File: src/rtl/exc_pkg.sv
package exc_pkg;

    localparam int unsigned NUM_EXC = 8;
    localparam int unsigned KIND_W  = $clog2(NUM_EXC);
    localparam int unsigned MODE_W  = 5;

    typedef enum logic [KIND_W-1:0] {
        EXC_RST  = 3'd0,
        EXC_UND  = 3'd1,
        EXC_SWI  = 3'd2,
        EXC_PABT = 3'd3,
        EXC_DABT = 3'd4,
        EXC_ADDR = 3'd5,
        EXC_IRQ  = 3'd6,
        EXC_FIQ  = 3'd7
    } exc_kind_e;

    localparam logic [MODE_W-1:0] MODE_FIQ = 5'h11;
    localparam logic [MODE_W-1:0] MODE_IRQ = 5'h12;
    localparam logic [MODE_W-1:0] MODE_SVC = 5'h13;
    localparam logic [MODE_W-1:0] MODE_ABT = 5'h17;
    localparam logic [MODE_W-1:0] MODE_UND = 5'h1B;

    // rank 0 is the highest priority; order matters
    function automatic exc_kind_e kind_at_rank(input int unsigned rank);
        case (rank)
            0:       return EXC_RST;
            1:       return EXC_DABT;
            2:       return EXC_ADDR;
            3:       return EXC_FIQ;
            4:       return EXC_IRQ;
            5:       return EXC_PABT;
            6:       return EXC_SWI;
            default: return EXC_UND;
        endcase
    endfunction

endpackage

File: src/rtl/exc_req_gate.sv
module exc_req_gate
    import exc_pkg::*;
#(
    parameter int unsigned N = NUM_EXC
) (
    input  logic [N-1:0] raw_req,
    input  logic         mode32,
    input  logic         fiq_off,
    input  logic         irq_off,
    input  logic         hold_off,
    output logic [N-1:0] elig_req
);
    for (genvar k = 0; k < N; k++) begin : g_gate
        logic kill;
        if (k == int'(EXC_ADDR)) begin : g_addr
            assign kill = mode32;
        end else if (k == int'(EXC_FIQ)) begin : g_fiq
            assign kill = fiq_off;
        end else if (k == int'(EXC_IRQ)) begin : g_irq
            assign kill = irq_off;
        end else begin : g_plain
            assign kill = 1'b0;
        end
        assign elig_req[k] = raw_req[k] & ~kill & ~hold_off;
    end
endmodule

File: src/rtl/exc_prio_pick.sv
module exc_prio_pick
    import exc_pkg::*;
#(
    parameter int unsigned N = NUM_EXC
) (
    input  logic [N-1:0] elig_req,
    output logic         any_req,
    output exc_kind_e    win_kind
);
    always_comb begin
        any_req  = 1'b0;
        win_kind = EXC_RST;
        // walk from lowest rank to highest so the highest overwrites last
        for (int r = N - 1; r >= 0; r--) begin
            if (elig_req[kind_at_rank(r)]) begin
                any_req  = 1'b1;
                win_kind = kind_at_rank(r);
            end
        end
    end
endmodule

File: src/rtl/exc_vec_map.sv
module exc_vec_map
    import exc_pkg::*;
#(
    parameter int unsigned        ADDR_W    = 32,
    parameter logic [ADDR_W-1:0]  LOW_BASE  = '0,
    parameter logic [ADDR_W-1:0]  HIGH_BASE = 32'hFFFF_0000
) (
    input  exc_kind_e          kind,
    input  logic               high_base,
    output logic [ADDR_W-1:0]  addr,
    output logic [MODE_W-1:0]  mode,
    output logic               set_i,
    output logic               set_f
);
    localparam int unsigned OFS_W = KIND_W + 2;

    logic [ADDR_W-1:0] base;
    logic [ADDR_W-1:0] offset;

    always_comb begin
        base   = high_base ? HIGH_BASE : LOW_BASE;
        offset = ADDR_W'({kind, 2'b00});
        addr   = base + offset;
        set_i  = 1'b1;
        set_f  = (kind == EXC_RST) || (kind == EXC_FIQ);
        case (kind)
            EXC_RST, EXC_SWI, EXC_ADDR: mode = MODE_SVC;
            EXC_PABT, EXC_DABT:         mode = MODE_ABT;
            EXC_UND:                    mode = MODE_UND;
            EXC_IRQ:                    mode = MODE_IRQ;
            default:                    mode = MODE_FIQ;
        endcase
    end

    logic [OFS_W-1:0] unused_ofs;
    assign unused_ofs = offset[OFS_W-1:0];
endmodule

File: src/rtl/exc_vector_unit.sv
module exc_vector_unit
    import exc_pkg::*;
#(
    parameter int unsigned       ADDR_W    = 32,
    parameter logic [ADDR_W-1:0] LOW_BASE  = '0,
    parameter logic [ADDR_W-1:0] HIGH_BASE = 32'hFFFF_0000
) (
    input  logic              clk,
    input  logic              rst_n,
    input  logic              cfg_high_base,
    input  logic              cfg_mode32,
    input  logic              f_disable,
    input  logic              i_disable,
    input  logic              req_reset,
    input  logic              req_undef,
    input  logic              req_swi,
    input  logic              req_pabort,
    input  logic              req_dabort,
    input  logic              req_addrexc,
    input  logic              req_irq,
    input  logic              req_fiq,
    input  logic              take_accept,
    output logic              vec_valid,
    output logic [2:0]        vec_kind,
    output logic [ADDR_W-1:0] vec_addr,
    output logic [4:0]        vec_mode,
    output logic              vec_set_i,
    output logic              vec_set_f
);
    typedef struct packed {
        logic               valid;
        logic               rst_hold;
        exc_kind_e          kind;
        logic [ADDR_W-1:0]  addr;
        logic [MODE_W-1:0]  mode;
        logic               set_i;
        logic               set_f;
    } sel_state_t;

    sel_state_t st_d, st_q;

    logic [NUM_EXC-1:0] raw_req;
    logic [NUM_EXC-1:0] elig_req;
    logic               any_req;
    exc_kind_e          win_kind;
    logic [ADDR_W-1:0]  map_addr;
    logic [MODE_W-1:0]  map_mode;
    logic               map_set_i;
    logic               map_set_f;

    always_comb begin
        raw_req                 = '0;
        raw_req[EXC_RST]        = st_q.rst_hold & ~req_reset;
        raw_req[EXC_UND]        = req_undef;
        raw_req[EXC_SWI]        = req_swi;
        raw_req[EXC_PABT]       = req_pabort;
        raw_req[EXC_DABT]       = req_dabort;
        raw_req[EXC_ADDR]       = req_addrexc;
        raw_req[EXC_IRQ]        = req_irq;
        raw_req[EXC_FIQ]        = req_fiq;
    end

    exc_req_gate #(.N(NUM_EXC)) i_gate (
        .raw_req  (raw_req),
        .mode32   (cfg_mode32),
        .fiq_off  (f_disable),
        .irq_off  (i_disable),
        .hold_off (req_reset),
        .elig_req (elig_req)
    );

    exc_prio_pick #(.N(NUM_EXC)) i_pick (
        .elig_req (elig_req),
        .any_req  (any_req),
        .win_kind (win_kind)
    );

    exc_vec_map #(
        .ADDR_W    (ADDR_W),
        .LOW_BASE  (LOW_BASE),
        .HIGH_BASE (HIGH_BASE)
    ) i_map (
        .kind      (win_kind),
        .high_base (cfg_high_base),
        .addr      (map_addr),
        .mode      (map_mode),
        .set_i     (map_set_i),
        .set_f     (map_set_f)
    );

    always_comb begin
        st_d          = st_q;
        st_d.rst_hold = st_q.rst_hold | req_reset;
        if (st_q.valid) begin
            if (take_accept) begin
                st_d.valid = 1'b0;
            end
        end else if (any_req) begin
            st_d.valid = 1'b1;
            st_d.kind  = win_kind;
            st_d.addr  = map_addr;
            st_d.mode  = map_mode;
            st_d.set_i = map_set_i;
            st_d.set_f = map_set_f;
            if (win_kind == EXC_RST) begin
                st_d.rst_hold = 1'b0;
            end
        end
    end

    always_ff @(posedge clk or negedge rst_n) begin
        if (!rst_n) begin
            st_q <= '0;
        end else begin
            st_q <= st_d;
        end
    end

    assign vec_valid = st_q.valid;
    assign vec_kind  = st_q.kind;
    assign vec_addr  = st_q.addr;
    assign vec_mode  = st_q.mode;
    assign vec_set_i = st_q.set_i;
    assign vec_set_f = st_q.set_f;
endmodule

File: config.mk
export PLATFORM = sky130hd
export DESIGN_NAME = exc_vector_unit
export DESIGN_NICKNAME = d
export VERILOG_FILES = /design/src/rtl/exc_pkg.sv /design/src/rtl/exc_req_gate.sv /design/src/rtl/exc_prio_pick.sv /design/src/rtl/exc_vec_map.sv /design/src/rtl/exc_vector_unit.sv
export SDC_FILE = /design/constraint.sdc
export NUM_CORES = 1
export LEC_CHECK = 0
export CAP_MARGIN = 20
export CORE_MARGIN = 3
export CORE_UTILIZATION = 36
export CTS_CLUSTER_DIAMETER = 60
export DETAILED_ROUTE_END_ITERATION = 6
export HOLD_SLACK_MARGIN = 0.05
export PLACE_DENSITY = 0.79
export SETUP_SLACK_MARGIN = 0.3
export SLEW_MARGIN = 20
export SYNTH_ARGS = -nofsm -noshare
export SYNTH_HDL_FRONTEND = slang
export SYNTH_SLANG_ARGS = --single-unit
File: constraint.sdc
create_clock -name clk -period 1.97 [get_ports clk]
set_input_delay 0.394 -clock clk [delete_from_list [all_inputs] [get_ports clk]]
set_output_delay 0.394 -clock clk [all_outputs]
set_load 0.05 [all_outputs]
# Word-level counts from Yosys, hierarchy flattened
# Index checks and enable logic that the tools add are counted.
[word_totals]
regBits = 44
inputBits = 15
out_inout_bits = 43
wordCells = 61
[classes]
n_addsub = 1
n_eq_ne = 7
mux = 23
bitwise = 18
n_reduce_logical = 5
[ops]
columns = ["operator", "n"]
rows = [
  ["44-bit 2-to-1 mux", 1],
  ["43-bit 2-to-1 mux", 1],
  ["32-bit by 5-bit adder with 32-bit output", 1],
  ["32-bit 2-to-1 mux", 1],
  ["3-bit 2-to-1 mux", 7],
  ["4-bit case mux with 4 select lines", 1],
  ["1-bit AND", 12],
  ["3-bit equality test, second input constant", 4],
  ["1-bit 2-to-1 mux", 12],
  ["3-bit by 2-bit equality test with 1-bit output, second input constant", 2],
  ["1-bit inverter", 5],
  ["3-bit by 1-bit equality test with 1-bit output, second input constant", 1],
  ["3-bit logical NOT", 1],
  ["3-bit OR reduction", 1],
  ["2-bit AND reduction", 1],
  ["2-bit OR reduction", 1],
  ["1-bit logical OR", 1],
  ["1-bit OR", 1],
]

# Depth between registers and ports, before layout
[depth]
ltp_word = 15
ltp_mapped = 6
depth_no_buf = 5

# Hierarchy
# From an unflattened synthesis, not the netlist that was laid out.
[unflattened]
hier_cells = 200
area_unflattened_um2 = 2534.9
[by_module_without_submodules]
columns = ["mod", "instances", "cells_per_inst", "area_each_um2", "seq_area_each_um2"]
rows = [
  ["exc_vector_unit", 1, 138, 2110.8, 1101.1],
  ["exc_vec_map", 1, 44, 309.0, 0.0],
  ["exc_prio_pick", 1, 10, 61.3, 0.0],
  ["exc_req_gate", 1, 8, 53.8, 0.0],
]

# Least setup slack after synthesis
# OpenSTA, ideal clock, no wires.
[synth_timing]
path_type = "in2reg"
start = "in req_addrexc"
end = "reg st_q (netlist bit vec_kind[0])"
setup_ps = 125
arrival_ps = 1471
required_time_ps = 1845
path_slack_ps = 374
cell_stages = 4
n_path_buf = 0
path_cell_list = "nor2b_4 -> or2_4 -> o41ai_4 -> mux2_4"
[synth_between]
elab_chain_cells = 6
word_cells_on_any_way = 9
cone_classes = "mux (6); bitwise (2); reduce/logical (1)"
[synth_rtl]
columns = ["item", "line", "rtl"]
rows = [
  ["start: declaration", "exc_vector_unit.sv:19", "input logic req_addrexc,"],
  ["1-bit AND (*) (2 in a row)", "exc_req_gate.sv:24", "assign elig_req[k] = raw_req[k] & ~kill & ~hold_off;"],
  ["1-bit 2-to-1 mux (3 in a row)", "exc_prio_pick.sv:15", "if (elig_req[kind_at_rank(r)]) begin"],
  ["2-bit AND reduction (no line)", "-", ""],
  ["end signal: assignment", "exc_vector_unit.sv:115", "st_q <= st_d;"],
  ["end: declaration", "exc_vector_unit.sv:40", "sel_state_t st_d, st_q;"],
]
# Every way passes the cells marked *; elsewhere a longest branch is shown, timed or not.
# A chain may end at the register's enable or synchronous reset.

# Final worst setup path
[layout_timing]
start = "in req_dabort"
end = "reg st_q (netlist bit vec_kind[0])"
[layout_between]
elab_chain_cells = 4
word_cells_on_any_way = 6
cone_classes = "mux (4); bitwise (1); reduce/logical (1)"
[layout_rtl]
columns = ["item", "line", "rtl"]
rows = [
  ["start: declaration", "exc_vector_unit.sv:18", "input logic req_dabort,"],
  ["1-bit AND (*)", "exc_req_gate.sv:24", ""],
  ["1-bit 2-to-1 mux (2 in a row)", "exc_prio_pick.sv:15", ""],
  ["2-bit AND reduction (no line)", "-", ""],
]
# Marks and branches as above.

==> results.toml <==
[die]
rows = 17
die_h_um = 56.9
core_area_um2 = 2340
fp.dieW_um = 56.9
io_pins = 58
dieArea_um2 = 3240
initial_core_util_pct = 39.8

[routing]
ant_nets = 0
viasPerCell = 4.37
post_drt_wl_per_cell_um = 13.5
totalWireLength_um = 2150
drc = 0
drt_iter0_drc = 2
vias = 695
dr.pass1.iters = 3

[sta]
setup_viol = 0
min_period_ns = 1.64
finalClockSkew_ns = 0.00407
finalHoldViolations = 0
timing.final.crit_share_pct = 83.2
tightest_slew_ns = 0.566
fin_setup_tns_ns = 0
rsz0062_at_grt = "false"
max_clock_freq_ghz = 0.610
slew_viol_final = 0
slew_headroom_pct = 62.1

[grt]
grt_max_degree = 18
antenna_found_initial = 0
grt_overflow = 0
grt_pass1_vias = 665
globalRouteTotalUtil_pct = 12.6
grt_pass1_wl_um = 3180

[synthesis]
synth_top_family_by_area = "buffers and inverters"
ys_types = 25
syn_avg_cell_area_um2 = 9.42
yosys_warnings = 0
yosys.area.top_type = "buf_4"
ys_seq_area_share_pct = 32.2
yosys.area_share.simple_pct = 14.1
syn_inst = 99
yosys.area.top_type_share_pct = 32.2
ys_ff_latch = 12
synthMuxAreaShare_pct = 3.22
synth_compound_area_share_pct = 15.4
synth_xor_area_share_pct = 0
ys_top_cells_by_area = "buf_4 (32%), dfrtp_1 (32%), o21ai_0 (3.2%), mux2_4 (3.2%), a2111oi_4 (3.0%)"
synth_area_um2 = 932
synth-adder-area-share_pct = 0

[clock_tree]
htreeDepth = 1
cts_tree = "built"
cts_inserted_buffers = 3
clockRootBuffer = "clkbuf_4"
clkSlewWorstSetupHoldPaths_ns = 0.08
numClockSinks = 12
max-clock-path-buffers = 2
clk_latency_ns = 0.27

[finish]
layout_commonest_cell = "buf_4"
stdcell_area_um2 = 1290
drive_above_1_share_pct = 38.2
nets = 147
fin_util_pct = 55.0
diodes = 0
area_growth_syn_to_layout_pct = 38.0
final_cell_mix = "buf_4 (30), dlygate4sd2_1 (15), conb_1 (13)"
layoutNonFillerInstCount = 159

[place]
placed_cell_area_um2 = 1170
dpl.hpwl_um = 1690
io_buffers = 44
gp_congestion = 0.879
dp.cells = 152

[critical_path]
cp.arrival_ns = 1.80
end_kind = "flip-flop"
crit_fanout = 8
r2r_start = "st_q[42]$_DFF_PN0_"
critPathLaunchType = "primary input"
critPathKind = "in2reg"
required_ns = 2.13
crit_start = "req_dabort"

[run_status]
status = "complete, no violations"

[min_path]
hp-class = "in2async"

[power]
power_mw = 1.34
vdd_drop_max_mv = 0.523
power_density_nw_per_um2 = 1040
p_leak_nw = 0.692

[flow_run]
cap_violations = 0
-- flip-flops by register name, summed over array words and instances, names as in the netlist --
signal and count:
vec_valid 1, vec_set_f 1, vec_addr 2, vec_kind 2, st_q 1, vec_mode 5
-- path summary, 6_finish.rpt --
kind	endpoint	slack, ns	cells past startpoint
setup / recovery	vec_kind[0]$_DFFE_PN0P_	0.33	5
setup reg to reg	vec_kind[0]$_DFFE_PN0P_	0.46	3
max in group asynchronous	vec_addr[30]$_DFFE_PN0P_	1.09	1
hold reg to reg	vec_mode[4]$_DFFE_PN0P_	0.49	1
hold / removal	vec_mode[2]$_DFFE_PN0P_	0.48	1
min in group clk	vec_mode[4]$_DFFE_PN0P_	0.49	1
-- worst max-delay path, cell delays in order --
cell and delay, ns:
clkdlybuf4s50_1 0.42, or2_4 0.25, o41ai_4 0.25, buf_6 0.19, mux2_4 0.30
-- logic make-up after synthesis --
group,count (synthesis)
DFF,12
other,1
buffers and inverters,44
AOI/OAI and AO/OA,17
and+or+nand+nor,23
muxes,2
-- synthesized netlist by cell type --
library cell	count
a2111oi_4	1
a21o_1	2
a21oi_1	3
a221oi_1	1
a22o_1	1
a31oi_1	1
buf_4	40
buf_6	1
conb_1	1
dfrtp_1	12
inv_1	3
mux2_4	2
nand2_1	7
nand2b_1	4
nand3_2	1
nor2_1	3
nor2_2	1
nor2b_1	2
nor2b_4	1
nor3_1	1
nor4_1	2
o21ai_0	6
o21ai_1	1
o41ai_4	1
or2_4	1
-- through the flow --
step	hold slack [ns]	setup slack [ns]
finish	0.480	0.331
global route	0.511	0.285
CTS	0.494	0.296
detailed placement	0.472	-0.106
global placement	0.466	-0.0252
floorplan	0.0984	0.374
-- report_power, final --
group,internal [mW],total (mW),switching [mW]
clock,0.112,0.196,0.0833
combinational,0.226,0.813,0.587
sequential,0.284,0.329,0.0455
-- per-layer routing --
layer / vias up / share of wire [%] / global-route usage [%]
li1: 339 / - / -
met1: 331 / 37 / 13.8
met2: 25 / 57 / 22.7
met3: 0 / 6.0 / 5.29
met4: 0 / 0 / 2.32
met5: - / 0 / 0
-- timing repair --
action,4_1_cts,5_1_grt
pin swaps,5,4
endpoints found under the setup margin,21,26
setup buffers,1,2
resized for setup,17,17
hold buffers,0,0
-- layout make-up --
type	instances	area, um2
fill	226	1050
timing repair buffer	57	493
multi-input combinational	55	409
sequential	12	302
clock buffer	4	36.3
tap	28	35.0
inverter	3	11.3
Note: power is estimated with default switching activity, not from simulation.
